`src/rtl/sph_pkg.sv`:
```
package sph_pkg;

    // Outcome of one request lane in one cycle
    typedef enum logic [1:0] {
        LANE_IDLE    = 2'd0,
        LANE_TAKEN   = 2'd1,
        LANE_REFUSED = 2'd2
    } lane_res_e;

endpackage

```
`src/rtl/sph_gate.sv`:
```
module sph_gate #(
    parameter int ADDR_W      = 32,
    parameter int SIZE_W      = 4,
    parameter int CACHE_PORTS = 2,
    parameter int PORT_W      = $clog2(CACHE_PORTS + 1),
    parameter logic [ADDR_W-1:0] MEM_BASE  = ADDR_W'('h1000),
    parameter logic [ADDR_W-1:0] MEM_LIMIT = ADDR_W'('h8000_0000)
) (
    input  logic              wr_valid,
    input  logic [ADDR_W-1:0] wr_addr_lo,
    input  logic [SIZE_W-1:0] wr_size,
    input  logic              wr_is_pf,
    input  logic              wr_uncached,
    input  logic              wr_mmio,
    input  logic              pend_pkt,
    input  logic [PORT_W-1:0] ports_used,
    output logic              elig,
    output logic              two_free
);
    localparam logic [PORT_W-1:0] NPORTS = PORT_W'(CACHE_PORTS);
    localparam logic [PORT_W-1:0] ONE    = PORT_W'(1);

    logic [PORT_W-1:0] free_ports;
    logic              in_range;
    logic              qual_ok;

    always_comb begin
        free_ports = (ports_used >= NPORTS) ? '0 : (NPORTS - ports_used);
        in_range   = (wr_addr_lo >= MEM_BASE) && (wr_addr_lo < MEM_LIMIT);
        qual_ok    = wr_valid && !pend_pkt && (wr_size != '0)
                     && !wr_is_pf && !wr_uncached && !wr_mmio;
        elig       = qual_ok && in_range && (free_ports != '0);
        two_free   = free_ports > ONE;
    end
endmodule

```
`src/rtl/sph_lanes.sv`:
```
module sph_lanes
    import sph_pkg::*;
(
    input  logic      elig,
    input  logic      split,
    input  logic      two_free,
    input  logic      ready0,
    input  logic      ready1,
    output logic      valid0,
    output logic      valid1,
    output lane_res_e res0,
    output lane_res_e res1
);
    always_comb begin
        valid0 = elig;
        valid1 = elig && split && ready0 && two_free;
        res0   = !valid0 ? LANE_IDLE : (ready0 ? LANE_TAKEN : LANE_REFUSED);
        res1   = !valid1 ? LANE_IDLE : (ready1 ? LANE_TAKEN : LANE_REFUSED);
    end
endmodule

```
`src/rtl/sph_sat_ctr.sv`:
```
module sph_sat_ctr #(
    parameter int W = 32
) (
    input  logic         clk,
    input  logic         rst_n,
    input  logic [1:0]   inc,
    output logic [W-1:0] count
);
    localparam logic [W-1:0] MAXV = '1;

    typedef struct packed {
        logic [W-1:0] cnt;
    } ctr_t;

    ctr_t st_d, st_q;
    logic [W:0] sum;

    always_comb begin
        st_d   = st_q;
        sum    = {1'b0, st_q.cnt} + {{(W-1){1'b0}}, inc};
        st_d.cnt = sum[W] ? MAXV : sum[W-1:0];
    end

    always_ff @(posedge clk) begin
        if (!rst_n) st_q <= '0;
        else        st_q <= st_d;
    end

    assign count = st_q.cnt;
endmodule

```
`src/rtl/store_perm_hint_issuer.sv`:
```
module store_perm_hint_issuer
    import sph_pkg::*;
#(
    parameter int ADDR_W      = 32,
    parameter int IDX_W       = 5,
    parameter int SIZE_W      = 4,
    parameter int CACHE_PORTS = 2,
    parameter int PORT_W      = $clog2(CACHE_PORTS + 1),
    parameter int CNT_W       = 32,
    parameter logic [ADDR_W-1:0] MEM_BASE  = ADDR_W'('h1000),
    parameter logic [ADDR_W-1:0] MEM_LIMIT = ADDR_W'('h8000_0000)
) (
    input  logic              clk,
    input  logic              rst_n,
    input  logic              wr_valid,
    input  logic [IDX_W-1:0]  wr_idx,
    input  logic [ADDR_W-1:0] wr_addr_lo,
    input  logic [ADDR_W-1:0] wr_addr_hi,
    input  logic [SIZE_W-1:0] wr_size,
    input  logic              wr_split,
    input  logic              wr_is_pf,
    input  logic              wr_uncached,
    input  logic              wr_mmio,
    input  logic              pend_pkt,
    input  logic [PORT_W-1:0] ports_used,
    output logic              h0_valid,
    input  logic              h0_ready,
    output logic [ADDR_W-1:0] h0_addr,
    output logic [IDX_W-1:0]  h0_idx,
    output logic              h0_split,
    output logic              h1_valid,
    input  logic              h1_ready,
    output logic [ADDR_W-1:0] h1_addr,
    output logic [IDX_W-1:0]  h1_idx,
    output logic [CNT_W-1:0]  acc_count,
    output logic [CNT_W-1:0]  rej_count
);
    localparam int NCTR = 2;

    logic      elig, two_free;
    lane_res_e res0, res1;
    logic [1:0] inc_d [NCTR];
    logic [CNT_W-1:0] cnt_q [NCTR];

    sph_gate #(
        .ADDR_W(ADDR_W), .SIZE_W(SIZE_W), .CACHE_PORTS(CACHE_PORTS),
        .PORT_W(PORT_W), .MEM_BASE(MEM_BASE), .MEM_LIMIT(MEM_LIMIT)
    ) u_gate (
        .wr_valid(wr_valid), .wr_addr_lo(wr_addr_lo), .wr_size(wr_size),
        .wr_is_pf(wr_is_pf), .wr_uncached(wr_uncached), .wr_mmio(wr_mmio),
        .pend_pkt(pend_pkt), .ports_used(ports_used),
        .elig(elig), .two_free(two_free)
    );

    sph_lanes u_lanes (
        .elig(elig), .split(wr_split), .two_free(two_free),
        .ready0(h0_ready), .ready1(h1_ready),
        .valid0(h0_valid), .valid1(h1_valid),
        .res0(res0), .res1(res1)
    );

    // counter 0 counts taken hints, counter 1 refused hints
    always_comb begin
        inc_d[0] = {1'b0, res0 == LANE_TAKEN}   + {1'b0, res1 == LANE_TAKEN};
        inc_d[1] = {1'b0, res0 == LANE_REFUSED} + {1'b0, res1 == LANE_REFUSED};
    end

    for (genvar g = 0; g < NCTR; g++) begin : g_ctr
        sph_sat_ctr #(.W(CNT_W)) u_ctr (
            .clk(clk), .rst_n(rst_n), .inc(inc_d[g]), .count(cnt_q[g])
        );
    end

    assign acc_count = cnt_q[0];
    assign rej_count = cnt_q[1];
    assign h0_addr   = wr_addr_lo;
    assign h0_idx    = wr_idx;
    assign h0_split  = wr_split;
    assign h1_addr   = wr_addr_hi;
    assign h1_idx    = wr_idx;
endmodule

```
`config.mk`:
```
export PLATFORM = sky130hd
export DESIGN_NAME = store_perm_hint_issuer
export DESIGN_NICKNAME = d
export VERILOG_FILES = /design/src/rtl/sph_pkg.sv /design/src/rtl/sph_gate.sv /design/src/rtl/sph_lanes.sv /design/src/rtl/sph_sat_ctr.sv /design/src/rtl/store_perm_hint_issuer.sv
export SDC_FILE = /design/constraint.sdc
export NUM_CORES = 1
export LEC_CHECK = 0
export BUFFER_PORTS_ARGS = -buffer_cell sky130_fd_sc_hd__buf_2
export CELL_PAD_IN_SITES_DETAIL_PLACEMENT = 1
export CELL_PAD_IN_SITES_GLOBAL_PLACEMENT = 1
export CORE_ASPECT_RATIO = 0.75
export CORE_UTILIZATION = 31
export CTS_CLUSTER_DIAMETER = 30
export DETAILED_ROUTE_END_ITERATION = 7
export PLACE_DENSITY = 0.83
export SLEW_MARGIN = 15
export SYNTH_ARGS = -nofsm -noshare
export SYNTH_HDL_FRONTEND = slang
export SYNTH_SLANG_ARGS = --single-unit
```
`constraint.sdc`:
```
create_clock -name clk -period 3.3 [get_ports clk]
set_input_delay 0.165 -clock clk [delete_from_list [all_inputs] [get_ports clk]]
set_output_delay 0.165 -clock clk [all_outputs]
set_load 0.005 [all_outputs]
```
==> run summary, run 1 <==
======================================================================================
Status                                                                    finished clean
Initial detailed-routing violation count                                           167
Utilization after layout                                                         36.7%
Synth warn                                                                           0
Worst path arrival time                                                        3260 ps
Final worst slack                                                               279 ps
Number of antenna violations at the first check in global routing                    0
Final Instance Count excl. Fillers                                                 692
Sequential fraction of the synthesis area                                        32.8%
Most common library cell in the layout ignoring fill and taps             sky130_fd_sc_hd__buf_2
Post-cts hold buffer count                                                           0
Synth cell types                                                                    44
CTS root buf                                                              sky130_fd_sc_hd__clkbuf_16
Largest register FFs                                                                64
Count of buffers from port buffering                                               122
Number of cells traversed by the worst hold path                                     2
Via count of the first global-routing pass                                        3817
Worst skew pair latency                                                         330 ps
Total nets after synthesis                                                         560
Library cell appearing most often on the critical path                    sky130_fd_sc_hd__or4_1
Number of buffers created by CTS                                                     9
WS Path Type                                                              input pin to flop
Worst-Margin Slew                                                               619 ps
Overall power of the completed layout                                          1970 µW
Count of pins over their slew limit                                                  0
PostCTS Resize Cnt                                                                   0
Maximum resistive drop on vdd                                                   208 µV
Initial core utilization                                                         31.8%
Period utilisation layout                                                        91.5%
Cell Chain, Critical Path                                                 buf_2 > nor4_1 > nand4_1 > a211oi_1 > nand2_1 > fa_1 > inv_1 > ha_1 > nand3_1 > or4_1 > buf_4 > or4_1 > a31oi_1
Worst Path Required                                                            3540 ps
Share of final-layout standard cells stronger than drive strength 1              30.0%
Element type at the critical path start                                      input pin
NumNets Final                                                                      610
Routability-driven placement congestion ratio                                    0.870
Number of failing setup endpoints in the final timing report                         0
DR vias/cell                                                                      5.47
Antenna-violating nets left                                                          0
Worst clock skew on the final layout                                           9.89 ps
Post-synth EDFFs                                                                     0
Max-slew headroom at the worst pin                                               58.7%
TritonCTS clock tree                                                             built
Number of buffers and inverters on the critical path                                 3
Predominant post-synthesis flop cell                                      sky130_fd_sc_hd__dfxtp_1
Reg2reg path depth                                                                   9
Post-synth ARST share                                                               0%
Global route overflow                                                                0
Crit Reg-Reg Startpoint                                                   g_ctr[0].u_ctr.count[0]$_SDFF_PN0_
Number of vias in the routed layout                                               3785
# clock sinks                                                                       64
Boundary Pins                                                                      226
Minimum period implied by the final worst setup slack                          3020 ps
Total non-filler cell area in the finished layout                          0.00452 mm²
Register-to-register path setup slack                                           660 ps
Number of endpoints with negative hold slack in the final report                     0
Syn Inst Count                                                                     471
Largest buffer count on any clock path                                               2
Die Ht                                                                         99.2 µm
Pre-antenna DRT Iters                                                                4
Post-route DRC                                                                       0
Crit Path Max Fanout                                                                15
Setup Slack @ Placement                                                       -7.95 ps
Area growth from synthesis to final layout                                       15.6%
Pin count of the biggest net entering global routing                                53
Diode insertion count for antenna repair                                             0
Die outline width                                                               132 µm
GRT Resource Usage Total                                                         18.7%
CP top delay family                                                       simple AND/OR/NAND/NOR gates
Crit path from                                                                pend_pkt
CORE AREA                                                                   0.0123 mm²
Critical path endpoint                                                    g_ctr[0].u_ctr.count[22]$_SDFF_PN0_
Mapped Area                                                                0.00391 mm²
Deepest level of the CTS H-tree                                                      3
Flip-flop and latch count after synthesis                                           64
Number of violations of the max-capacitance limit                                    0
Detailed-route wire length per cell                                            17.5 µm
Cell Area, Placed                                                          0.00417 mm²
Wire length after detailed routing                                            12100 µm
Power per cell area                                                         436 mW/mm²
DP Wirelength                                                                  9090 µm
Library cell contributing the largest single delay on the critical path   sky130_fd_sc_hd__or4_1
Number of stages on the worst setup path                                            13
Die area                                                                    0.0131 mm²
Maximum operating frequency                                                    331 MHz
Synth Area per Inst                                                           8.30 µm²
Clock-pin transition on the worst setup and hold timing paths                    60 ps
Setup Fix Bufs, Post-CTS                                                             0
Lkg Pwr                                                                     0.00177 µW
Filler Cell Count                                                                 1492
Class of the tightest hold or removal check                               input pin to flop
Site row count                                                                      35
Number of placed instances with taps included                                      676
Unrepaired setup endpoints after global routing                                  false
Destination of the worst register-to-register timing path                 g_ctr[0].u_ctr.count[22]$_SDFF_PN0_
Worst setup EP type                                                               flop
Wire length of the first global-routing pass                                  19900 µm
Commonest cells after routing, fill and taps aside                        122 x sky130_fd_sc_hd__buf_2, 64 x sky130_fd_sc_hd__dfxtp_1, 28 x sky130_fd_sc_hd__a21oi_1, 28 x sky130_fd_sc_hd__nand2_1, 23 x sky130_fd_sc_hd__nand4_1
CP peak stage delay                                                             440 ps
======================================================================================
metal layers:
metal | vias up | global-route usage (%) | part of all wire (%)
met5 | - | 0 | 0
met4 | 0 | 5.10 | 1.1
met3 | 26 | 5.20 | 5.5
met2 | 112 | 31.9 | 47
met1 | 1854 | 23.3 | 46
li1 | 1793 | - | -
worst min-delay path by stage:
stage,from,slack [ps],endpoint
floorplan,wr_addr_lo[0],410,h0_addr[0]
global placement,wr_addr_lo[2],330,h0_addr[2]
detailed placement,wr_addr_lo[2],330,h0_addr[2]
CTS,rst_n,240,g_ctr[0].u_ctr.count[18]$_SDFF_PN0_
global route,rst_n,260,g_ctr[0].u_ctr.count[31]$_SDFF_PN0_
finish,rst_n,260,g_ctr[0].u_ctr.count[31]$_SDFF_PN0_
worst reg2reg max path, cell delays in order, from the launching register on:
cell and delay [ps]:
sky130_fd_sc_hd__dfxtp_1 340, sky130_fd_sc_hd__inv_1 60, sky130_fd_sc_hd__fa_1 440, sky130_fd_sc_hd__inv_1 110, sky130_fd_sc_hd__ha_1 210, sky130_fd_sc_hd__nand3_1 120
sky130_fd_sc_hd__or4_1 440, sky130_fd_sc_hd__buf_4 210, sky130_fd_sc_hd__or4_1 430, sky130_fd_sc_hd__a31oi_1 200
cell families (layout without fill, tap and decap cells):
logic type	Yosys count	in the layout	synth area share, %
compound gates	98	98	16.3
xor+xnor	22	22	4.93
fa+ha+maj	4	4	1.67
buf+inv	116	171	19.0
flops	64	64	32.8
mux	1	1	0.256
simple gates	166	166	25.1
final cells by class:
type	instances	area [µm²]	share of cell area, %
inverters	18	67.6	1.50
clock buffers	9	225	4.99
clock inverters	7	125	2.77
repair buffers	137	723	16.0
well taps	166	208	4.60
flip-flops and latches	64	1280	28.4
multi-input cells	291	1890	41.8
Yosys cell counts (all sizes together) (9+ instances only):
| cell | count | area share, % |
|---|---|---|
| and4 | 13 | 2.9 |
| or3 | 13 | 2.1 |
| or4 | 19 | 3.7 |
| o21ai | 12 | 1.5 |
| nand3 | 20 | 2.7 |
| nor4 | 10 | 1.6 |
| o31ai | 12 | 2.3 |
| o311ai | 9 | 2.0 |
| dfxtp | 64 | 33 |
| a21oi | 28 | 3.6 |
| clkbuf | 19 | 1.8 |
| inv | 17 | 1.6 |
| nand2 | 28 | 2.7 |
| buf | 79 | 15 |
| a31oi | 22 | 3.5 |
| nand4 | 24 | 4.0 |
| nor3 | 10 | 1.3 |
| xor2 | 10 | 2.2 |
| xnor2 | 12 | 2.7 |
through the flow:
stage | hold WS (ps) | setup TNS (ps)
after floorplan | 411 | 0
after global placement | 330 | 0
after detailed placement | 330 | -7.95
after CTS | 236 | 0
after global routing | 256 | 0
final | 261 | 0
power by group:
part           total (µW)  switching [µW]  internal, µW  leakage [µW]
clock                1130             385           747      0.000171
sequential            773          0.0630           773      0.000515
combinational        63.9            35.5          28.4       0.00109
total                1970             421          1550       0.00177
Power figures use the tool's default switching activity.
==> inputs of run 2 (changes only) <==
--- a/config.mk
+++ b/config.mk
@@ -13,6 +13,7 @@
 export CTS_CLUSTER_DIAMETER = 30
 export DETAILED_ROUTE_END_ITERATION = 7
 export PLACE_DENSITY = 0.83
+export SETUP_SLACK_MARGIN = 0.4
 export SLEW_MARGIN = 15
 export SYNTH_ARGS = -nofsm -noshare
 export SYNTH_HDL_FRONTEND = slang
==> run 2 against run 1 <==
Die area is the same. Critical path type unchanged. Clock power shrank 15%. Clock skew shrank 2.5 ps. Register-to-register slack gained 180 ps. Combinational power grew 7.8%. First-iteration DRC count grew 41%. Sequential share of layout area shrank 1.7 points. Sequential power is essentially flat. Cell count grew 1.6%. Global-route usage grew 0.14 points. Maximum frequency grew 4.1%.
==> run summary, run 2 (synthesized netlist as in run 1, its figures left out) <==
======================================================================================
Area of combinational cells with multiple inputs                           0.00205 mm²
Antenna-violating nets left                                                          0
Total negative slack for setup checks                                             0 ps
Top sig layer                                                                     met4
Number of failing setup endpoints in the final timing report                         0
Most common library cell in the layout ignoring fill and taps             sky130_fd_sc_hd__buf_2
Sequential cell area in the final layout                                   0.00128 mm²
Boundary Pins                                                                      226
Number of antenna violations at the first check in global routing                    1
Die Ht                                                                         99.2 µm
CP top delay family                                                       simple AND/OR/NAND/NOR gates
Number of violations of the max-capacitance limit                                    0
Worst-Margin Slew                                                               715 ps
Post-cts hold buffer count                                                           0
Site row count                                                                      35
Worst path arrival time                                                        3160 ps
TritonCTS clock tree                                                             built
Maximum operating frequency                                                    345 MHz
Pin count of the biggest net entering global routing                                53
Destination of the worst register-to-register timing path                 g_ctr[0].u_ctr.count[14]$_SDFF_PN0_
Routed met3 length                                                              747 µm
CP peak stage delay                                                             580 ps
Class of the tightest hold or removal check                               input pin to flop
Unrepaired setup endpoints after global routing                                   true
Wire length after detailed routing                                            13000 µm
Die area                                                                    0.0131 mm²
Crit Reg-Reg Startpoint                                                   g_ctr[0].u_ctr.count[0]$_SDFF_PN0_
WS Path Type                                                              input pin to flop
Largest buffer count on any clock path                                               2
Worst Path Required                                                            3550 ps
GRT Resource Usage Total                                                         18.9%
Number of cells traversed by the worst hold path                                     2
DR vias/cell                                                                      5.54
Wire length of the first global-routing pass                                  19800 µm
Global route overflow                                                                0
# clock sinks                                                                       64
Setup Slack @ Placement                                                         145 ps
Count of buffers from port buffering                                               122
Deepest level of the CTS H-tree                                                      3
Filler Cell Count                                                                 1474
Maximum resistive drop on vdd                                                   197 µV
DP Wirelength                                                                  9050 µm
Number of endpoints with negative hold slack in the final report                     0
Element type at the critical path start                                      input pin
Area growth from synthesis to final layout                                       23.0%
Min-Delay Endpoint                                                        g_ctr[1].u_ctr.count[26]$_SDFF_PN0_
Post-route DRC                                                                       0
Period utilisation layout                                                        87.9%
Hold Crit Start                                                                  rst_n
Detailed-routed wire length on met2                                            6260 µm
NumNets Final                                                                      620
CORE AREA                                                                   0.0123 mm²
Die outline width                                                               132 µm
Status                                                                    finished clean
Clock-pin transition on the worst setup and hold timing paths                    60 ps
Via count of the first global-routing pass                                        3755
Routability-driven placement congestion ratio                                    0.899
Number of buffers and inverters on the critical path                                 3
Number of buffers created by CTS                                                     9
Tightest hold margin                                                            262 ps
Minimum period implied by the final worst setup slack                          2900 ps
Initial detailed-routing violation count                                           235
Final worst slack                                                               398 ps
Power per cell area                                                         375 mW/mm²
WL met1                                                                        5770 µm
Worst skew pair latency                                                         330 ps
Pre-antenna DRT Iters                                                                4
Lkg Pwr                                                                     0.00185 µW
Register-to-register path setup slack                                           840 ps
Worst setup EP type                                                               flop
Crit Path Max Fanout                                                                 6
Initial core utilization                                                         31.8%
Worst clock skew on the final layout                                           7.34 ps
Cell Chain, Critical Path                                                 buf_8 > nor4_4 > nand4_1 > a211oi_2 > nand2_1 > fa_2 > inv_2 > ha_4 > nand3_4 > or4_4 > or3_4 > clkbuf_16 > a31oi_4
Reg2reg path depth                                                                   9
Library cell contributing the largest single delay on the critical path   sky130_fd_sc_hd__or4_4
Crit path from                                                            ports_used[1]
Max-slew headroom at the worst pin                                               52.3%
Count of pins over their slew limit                                                  0
Commonest cells after routing, fill and taps aside                        120 x sky130_fd_sc_hd__buf_2, 64 x sky130_fd_sc_hd__dfxtp_1, 27 x sky130_fd_sc_hd__nand2_1
Number of vias in the routed layout                                               3897
Detailed-route wire length per cell                                            18.5 µm
Largest register FFs                                                                64
Share of final-layout standard cells stronger than drive strength 1              35.4%
CTS root buf                                                              sky130_fd_sc_hd__clkbuf_16
======================================================================================
==> run 2: changes by cell type in the layout (fill, tap and decap cells not counted), moves of 4 or more <==
cell / delta
sky130_fd_sc_hd__a31oi_4: +4
sky130_fd_sc_hd__buf_4: +4
sky130_fd_sc_hd__a21oi_2: +6
sky130_fd_sc_hd__a21oi_1: -7
sky130_fd_sc_hd__a31oi_1: -5
==> run 2: worst register-to-register path: cells and delay by family (launching register included) <==
kind,cells,cell delay [ps]
simple gates,3,1080
fa+ha+maj,2,510
buf+inv,3,340
flops,1,320
compound gates,1,160
==> run 2: how the worst max path moves through the flow <==
stage                                           to  slack (ps)  cells past startpoint
3_3_place_gp   g_ctr[1].u_ctr.count[27]$_SDFF_PN0_         250                     10
4_1_cts        g_ctr[1].u_ctr.count[27]$_SDFF_PN0_         450                     10
6_report       g_ctr[0].u_ctr.count[14]$_SDFF_PN0_         400                     13
3_5_place_dp    g_ctr[0].u_ctr.count[7]$_SDFF_PN0_         150                     13
5_1_grt        g_ctr[0].u_ctr.count[14]$_SDFF_PN0_         270                     13
2_1_floorplan  g_ctr[0].u_ctr.count[23]$_SDFF_PN0_         420                     14
==> run 2: per-stage QoR <==
stage | instances | power, µW | util (%) | area [µm²]
2_1_floorplan | 471 | 880 | - | 3940
5_1_grt | 703 | 1870 | 39.1 | 4810
3_5_place_dp | 670 | 854 | 33.8 | 4160
6_report | 703 | 1800 | 39.1 | 4810
4_1_cts | 686 | 1820 | 36.2 | 4450
3_3_place_gp | 670 | 853 | 33.8 | 4160
==> run 2: power by group <==
group          leakage [µW]  switching, µW  internal (µW)  total (µW)
clock network      0.000146            356            604         960
logic               0.00119           38.1           30.8        68.9
registers          0.000515         0.0499            773         773
total               0.00185            394           1410        1800
==> run 2: area by class of cell <==
class | count | share of cell area, %
Clock inverter | 5 | 1.17
Timing Repair Buffer | 147 | 18.6
Clock buffer | 11 | 5.05
Multi-Input combinational cell | 291 | 42.7
Antenna cell | 1 | 0.0521
Tap cell | 166 | 4.32
Sequential cell | 64 | 26.7
Inverter | 18 | 1.41
==> run 2: what timing repair did <==
action,4_1_cts,5_1_grt
setup buffers,0,12
endpoints found under the hold margin,0,0
endpoints found under the setup margin,0,53
resized for setup,0,31
==> run 2: metal layers <==
metal | GRT usage, % | up-vias
met2 | 31.7 | 120
met4 | 6.35 | 0
met5 | 0 | -
met3 | 5.61 | 30
li1 | - | 1806
met1 | 23.1 | 1941
